$ cat config.mk
export PLATFORM = sky130hd
export DESIGN_NAME = drdy_capture_seq
export DESIGN_NICKNAME = d
export VERILOG_FILES = /design/src/rtl/drc_pkg.sv /design/src/rtl/drc_sync_fall.sv /design/src/rtl/drc_sclk_gen.sv /design/src/rtl/drc_shift_in.sv /design/src/rtl/drdy_capture_seq.sv
export SDC_FILE = /design/constraint.sdc
export NUM_CORES = 1
export LEC_CHECK = 0
export BUFFER_PORTS_ARGS = -buffer_cell sky130_fd_sc_hd__clkbuf_2
export CORE_AREA = 5 5 126 80
export CTS_CLUSTER_DIAMETER = 40
export DETAILED_ROUTE_END_ITERATION = 16
export DIE_AREA = 0 0 131 85
export PLACE_DENSITY = 0.68
export RECOVER_POWER = 50
export SYNTH_ARGS = -nofsm -noshare
export SYNTH_HDL_FRONTEND = slang
export SYNTH_SLANG_ARGS = --single-unit
$ cat constraint.sdc
create_clock -name clk -period 1.7 [get_ports clk]
set_clock_uncertainty 0.1 [all_clocks]
set_input_delay 0.34 -clock clk [delete_from_list [all_inputs] [get_ports clk]]
set_output_delay 0.34 -clock clk [all_outputs]
set_load 0.005 [all_outputs]
$ cat src/rtl/drc_pkg.sv
// Shared types for the data-ready capture sequencer.
// Assumes nothing beyond a synthesizable SystemVerilog flow.
package drc_pkg;
    typedef enum logic [1:0] {
        ST_IDLE = 2'd0,
        ST_RUN  = 2'd1,
        ST_DONE = 2'd2
    } seq_state_t;
endpackage

$ cat src/rtl/drc_sync_fall.sv
// Synchronises an asynchronous active-low line into clk and flags
// a high-to-low transition for one cycle.
// Assumes STAGES >= 2 and a line that stays put for at least a few clocks.
module drc_sync_fall #(
    parameter int STAGES = 2
) (
    input  logic clk,
    input  logic rst_n,
    input  logic pin_n,
    output logic fall
);
    logic [STAGES-1:0] chain;
    logic              prev;

    // Metastability chain followed by one history flop.
    always_ff @(posedge clk) begin
        if (!rst_n) begin
            chain <= '1;
            prev  <= 1'b1;
        end else begin
            chain <= {chain[STAGES-2:0], pin_n};
            prev  <= chain[STAGES-1];
        end
    end

    // Transition: settled value was high and is now low.
    assign fall = prev & ~chain[STAGES-1];

    AST_FALL_SINGLE: assert property (@(posedge clk) disable iff (!rst_n)
        fall |=> !fall);
endmodule

$ cat src/rtl/drc_sclk_gen.sv
// Generates the serial clock for one burst and counts its bits.
// Assumes run stays high from burst start until the cycle after burst_end.
module drc_sclk_gen #(
    parameter int FRAME_BITS = 96,
    parameter int HALF_DIV   = 2
) (
    input  logic clk,
    input  logic rst_n,
    input  logic run,
    output logic sclk,
    output logic rise_en,
    output logic burst_end
);
    localparam int PW = (HALF_DIV > 1) ? $clog2(HALF_DIV) : 1;
    localparam int CW = (FRAME_BITS > 1) ? $clog2(FRAME_BITS) : 1;
    localparam logic [PW-1:0] PH_LAST  = PW'(HALF_DIV - 1);
    localparam logic [CW-1:0] BIT_LAST = CW'(FRAME_BITS - 1);

    logic [PW-1:0] ph;
    logic [CW-1:0] bit_cnt;
    logic          tick;

    assign tick      = run && (ph == PH_LAST);
    assign rise_en   = tick && !sclk;
    assign burst_end = tick && sclk && (bit_cnt == BIT_LAST);

    // Phase divider, serial clock toggle and bit counter.
    always_ff @(posedge clk) begin
        if (!rst_n || !run) begin
            ph      <= '0;
            sclk    <= 1'b0;
            bit_cnt <= '0;
        end else begin
            ph <= tick ? '0 : ph + 1'b1;
            if (tick) begin
                sclk <= ~sclk;
                if (sclk)
                    bit_cnt <= (bit_cnt == BIT_LAST) ? '0 : bit_cnt + 1'b1;
            end
        end
    end

    AST_BIT_BOUND: assert property (@(posedge clk) disable iff (!rst_n)
        bit_cnt <= BIT_LAST);
    AST_SCLK_REST: assert property (@(posedge clk) disable iff (!rst_n)
        !run |=> !sclk);
endmodule

$ cat src/rtl/drc_shift_in.sv
// Serial-in, parallel-out register that shifts towards the MSB.
// Assumes the enable is a single-cycle pulse per bit.
module drc_shift_in #(
    parameter int WIDTH = 96
) (
    input  logic             clk,
    input  logic             rst_n,
    input  logic             en,
    input  logic             din,
    output logic [WIDTH-1:0] word
);
    // First bit in ends up in the MSB after WIDTH shifts.
    always_ff @(posedge clk) begin
        if (!rst_n)
            word <= '0;
        else if (en)
            word <= {word[WIDTH-2:0], din};
    end

    AST_SHIFT_LSB: assert property (@(posedge clk) disable iff (!rst_n)
        en |=> word[0] == $past(din));
endmodule

$ cat src/rtl/drdy_capture_seq.sv
// Moore sequencer that reads one serial frame per falling edge of the
// data-ready line. One process owns the start flag: the edge sets it,
// the done state clears it.
// Assumes the peripheral drives miso stably around rising sclk.
module drdy_capture_seq #(
    parameter int FRAME_BITS  = 96,
    parameter int HALF_DIV    = 2,
    parameter int SYNC_STAGES = 2
) (
    input  logic                  clk,
    input  logic                  rst_n,
    input  logic                  drdy_n,
    input  logic                  miso,
    output logic                  sclk,
    output logic                  cs_n,
    output logic [FRAME_BITS-1:0] rx_word,
    output logic                  rx_done
);
    import drc_pkg::*;

    seq_state_t state;
    logic       fall;
    logic       start_flag;
    logic       rise_en;
    logic       burst_end;
    logic       run;

    drc_sync_fall #(.STAGES(SYNC_STAGES)) u_sync (
        .clk   (clk),
        .rst_n (rst_n),
        .pin_n (drdy_n),
        .fall  (fall)
    );

    drc_sclk_gen #(.FRAME_BITS(FRAME_BITS), .HALF_DIV(HALF_DIV)) u_sclk (
        .clk       (clk),
        .rst_n     (rst_n),
        .run       (run),
        .sclk      (sclk),
        .rise_en   (rise_en),
        .burst_end (burst_end)
    );

    drc_shift_in #(.WIDTH(FRAME_BITS)) u_shift (
        .clk   (clk),
        .rst_n (rst_n),
        .en    (rise_en),
        .din   (miso),
        .word  (rx_word)
    );

    // Start flag: set by a detected edge at rest, cleared on the way back to rest.
    always_ff @(posedge clk) begin
        if (!rst_n)
            start_flag <= 1'b0;
        else if (state == ST_DONE)
            start_flag <= 1'b0;
        else if (state == ST_IDLE && fall)
            start_flag <= 1'b1;
    end

    // State register: rest, burst, one done cycle.
    always_ff @(posedge clk) begin
        if (!rst_n)
            state <= ST_IDLE;
        else begin
            case (state)
                ST_IDLE: if (start_flag) state <= ST_RUN;
                ST_RUN:  if (burst_end)  state <= ST_DONE;
                default: state <= ST_IDLE;
            endcase
        end
    end

    // Moore outputs decoded from the state register only.
    assign run     = (state == ST_RUN);
    assign cs_n    = (state != ST_RUN);
    assign rx_done = (state == ST_DONE);

    AST_START_NEXT: assert property (@(posedge clk) disable iff (!rst_n)
        (state == ST_IDLE && start_flag) |=> (state == ST_RUN));
    AST_SCLK_IDLE_LOW: assert property (@(posedge clk) disable iff (!rst_n)
        cs_n |-> !sclk);
    AST_DONE_SINGLE: assert property (@(posedge clk) disable iff (!rst_n)
        rx_done |=> !rx_done);
    AST_DONE_FROM_RUN: assert property (@(posedge clk) disable iff (!rst_n)
        $rose(rx_done) |-> $past(state == ST_RUN));
    AST_FLAG_AT_REST: assert property (@(posedge clk) disable iff (!rst_n)
        $rose(start_flag) |-> $past(state == ST_IDLE));
endmodule

==> reports/metrics.csv <==
stage;metric;value;unit
run_status;status;finished clean;
critical_path;slowest CP cell;or4_1;
die;Core ar.;8851;µm²
synth;fraction of registers with async set or reset after synthesis;0;
die;Die Y;85;µm
synth;synth cell count leaders;196 x nand2_1, 111 x dfxtp_1, 100 x a21oi_1, 20 x clkbuf_1, 14 x buf_2;
detailed_routing;drt via density;4.937;
pwr;power per cell area;1024;nW/µm²
pwr;total power;4.983;mW
synth;syn nets;486;
synth;Syn Area/Cell;8.056;µm²
placed_design;placed inst area;4571;µm²
grt;first-pass GRT wire length;15340;µm
pwr;Psw;0.9789;mW
synth;Syn Std Cell Area;3875;µm²
placed_design;IO Port Bufs;102;
sta;Setup Viol. Count Final;0;
critical_path;cells along the critical path;nand4b_1 -> buf_6 -> or4_1 -> a21oi_2;
synth;ys flop type;dfxtp_1;
critical_path;crit path launch type;register;
detailed_routing;metal2 WL;4245;µm
flow_run;maxcap violations;0;
die;# IOs;103;
die;DIE WIDTH;131;µm
cells_and_area;area of the multi-input gates;1534;µm²
critical_path;CP arrival;1.79;ns
clock_network;CTS buffer count;9;
pwr;maximum VDD drop;0.5875;mV
sta;Final min period;1.612;ns
clock_network;CTS tree;done;
detailed_routing;Top Metal Used;met4;
detailed_routing;wire length on met1;4253;µm
pwr;internal power;4.004;mW
die;FP Rows;27;
detailed_routing;DRC Markers;0;
clock_network;Clock Pin Slew Worst Setup and Hold Paths;0.07;ns
clock_network;worst-case clock buffer depth;2;
synth;Post-synth EDFFs;0;
die;Initial Utilization;0.4378;
pwr;combinational share of power;0.016;
clock_network;clock sinks;111;
cells_and_area;area delta synth->final;25.61;%
clock_network;Hold Buf Count CTS;0;
grt;via count of the first global-routing pass;3193;
clock_network;clk root buf;clkbuf_16;
detailed_routing;Routed WL per cell;13.20;µm
detailed_routing;via count;3426;
grt;largest net degree at the start of global routing;99;
detailed_routing;post-route ant nets;0;
cells_and_area;fraction of final layout cells sized beyond drive strength 1;0.1522;
detailed_routing;DR WL met3;569;µm
cells_and_area;ANT cells;0;
cells_and_area;design area;4867;µm²
cells_and_area;FF+latch area;2226;µm²
critical_path;CP required;1.88;ns
placed_design;Detailed Place HPWL;6104;µm
sta;max-slew violations;0;
synth;Seq/Total Area, Yosys;0.5735;
detailed_routing;1st-iter DRT viols;286;
synth;share of Yosys cell area claimed by the top area cell type;0.5735;
pwr;Clk pwr share;0.460;
synth;Synth Instances;481;
critical_path;Buf+Inv Stages, Crit Path;1;
critical_path;Top delay family on crit path;simple AND/OR/NAND/NOR gates;
clock_network;clock latency on the worst-skew pair;0.34;ns
critical_path;Crit Path Max Fanout;7;
synth;number of distinct library cells after synthesis;28;
synth;top cell type by total area after synthesis;dfxtp_1;
sta;measured slew at the worst slew-check pin;0.4392;ns
cells_and_area;Filler cells;855;
sta;Final Cycle Share;0.9483;
pwr;Sw Share;0.1964;
pwr;sequential share of power;0.524;
hold_path;worst min-delay path category;input port to register;
synth;most common cell in the synthesized netlist;nand2_1;
sta;fmax;0.6203;GHz
grt;Tot GR Track Use;0.1687;
pwr;Lkg Pwr;1.670;nW
grt;initial antenna violation count;0;
synth;synthesis-stage register bit count;111;
grt;grt total ovfl;0;
sta;Hold Vio Cnt, Final;0;
die;Die ar.;11140;µm²
critical_path;element type at the critical path end;register;
sta;RSZ-0062 raised after global routing;yes;
cells_and_area;Layout Nets;578;
detailed_routing;Total Routed Length;9164;µm
synth;largest cells by area after synthesis;dfxtp_1 57%, nand2_1 19%, a21oi_1 13%;
critical_path;crit-path max cell delay;0.48;ns
placed_design;GPL Wtd Cong;0.7979;
detailed_routing;DRT Pass-1 Iters;4;
synth;yosys warns;0;
sta;Slew HR;0.7072;
clock_network;H-tree levels;3;
critical_path;Reg2Reg Setup Slack;0.09;ns
critical_path;Critical Setup Path Class;register to register;
[repair_timing]
action,4_1_cts,5_1_grt
setup endpoints to repair,0,4
buffers inserted,0,0
resized for setup,0,8
endpoints found under the hold margin,0,0
[placed cells by master, fill, tap and decap left out, types with 5 or more instances in the layout]
cell type	synthesis	layout
clkbuf_16	0	9
clkbuf_2	0	49
dfxtp_1	111	108
buf_4	0	5
nand2b_1	5	5
nand2_1	196	196
a21oi_1	100	99
buf_12	0	6
clkbuf_1	20	54
[registers in the layout (all words and copies together), names as in the netlist]
signal,cells
u_shift.word,96
u_sync.prev,1
u_sync.chain,2
u_sclk.bit_cnt,7
u_sclk.ph,1
start_flag,1
u_sclk.sclk,1
state,2
[power by group through the flow]
stage          Sequential, mW  Combinational, mW  Clock, mW
3_5_place_dp             2.67             0.0808          0
3_3_place_gp             2.67             0.0806          0
4_1_cts                  2.61             0.0811       2.37
5_1_grt                  2.61             0.0892       2.48
2_1_floorplan            2.67             0.0497          0
6_report                 2.61             0.0809       2.29
[through the flow]
stage               utilization  setup TNS (ns)  instances  setup WS [ns]  hold WS, ns
global route             0.5499        -0.03262        694       -0.02858      0.08542
floorplan                     -               0        481         0.1510       0.2863
global placement         0.5164               0        677         0.1219       0.3039
CTS                      0.5540               0        693        0.06506      0.08829
detailed placement       0.5164               0        677        0.07720       0.3095
finish                   0.5499               0        694        0.08796      0.09773
[kinds of logic after synthesis]
logic type | synth area share
buf+inv | 0.04036
simple gates | 0.2354
fa+ha+maj | 0.003228
compound gates | 0.1430
flops | 0.5735
xor+xnor | 0.004521
[layout make-up]
class | count | share of cell area
clock buffers | 12 | 0.05270
clock inverters | 4 | 0.01568
inverters | 3 | 0.002314
multi-input cells | 333 | 0.3152
flip-flops and latches | 111 | 0.4573
well taps | 116 | 0.02982
repair buffers | 115 | 0.1270
[per-layer routing]
layer | global-route usage | up-vias
li1 | - | 1740
met1 | 0.2222 | 1604
met2 | 0.2647 | 76
met3 | 0.05409 | 6
met4 | 0.05042 | 0
met5 | 0 | -
[worst reg2reg max path: cells and delay by family (launching register included)]
kind,cells,cell delay (ns)
and+or+nand+nor,2,0.76
DFF,1,0.34
AOI/OAI and AO/OA,1,0.14
buffers and inverters,1,0.20
[final timing paths]
check | depth (start not counted) | endpoint | startpoint
worst max-delay path | 4 | u_sclk.bit_cnt[4]$_SDFFE_PP0P_ | state[1]$_SDFFE_PN0P_
worst min-delay path | 2 | u_sync.chain[0]$_SDFF_PN1_ | drdy_n
worst max register to register | 4 | u_sclk.bit_cnt[4]$_SDFFE_PP0P_ | state[1]$_SDFFE_PN0P_
worst min register to register | 1 | u_sync.chain[1]$_SDFF_PN1_ | u_sync.chain[0]$_SDFF_PN1_
No activity file was read; power rests on OpenSTA's default activity.
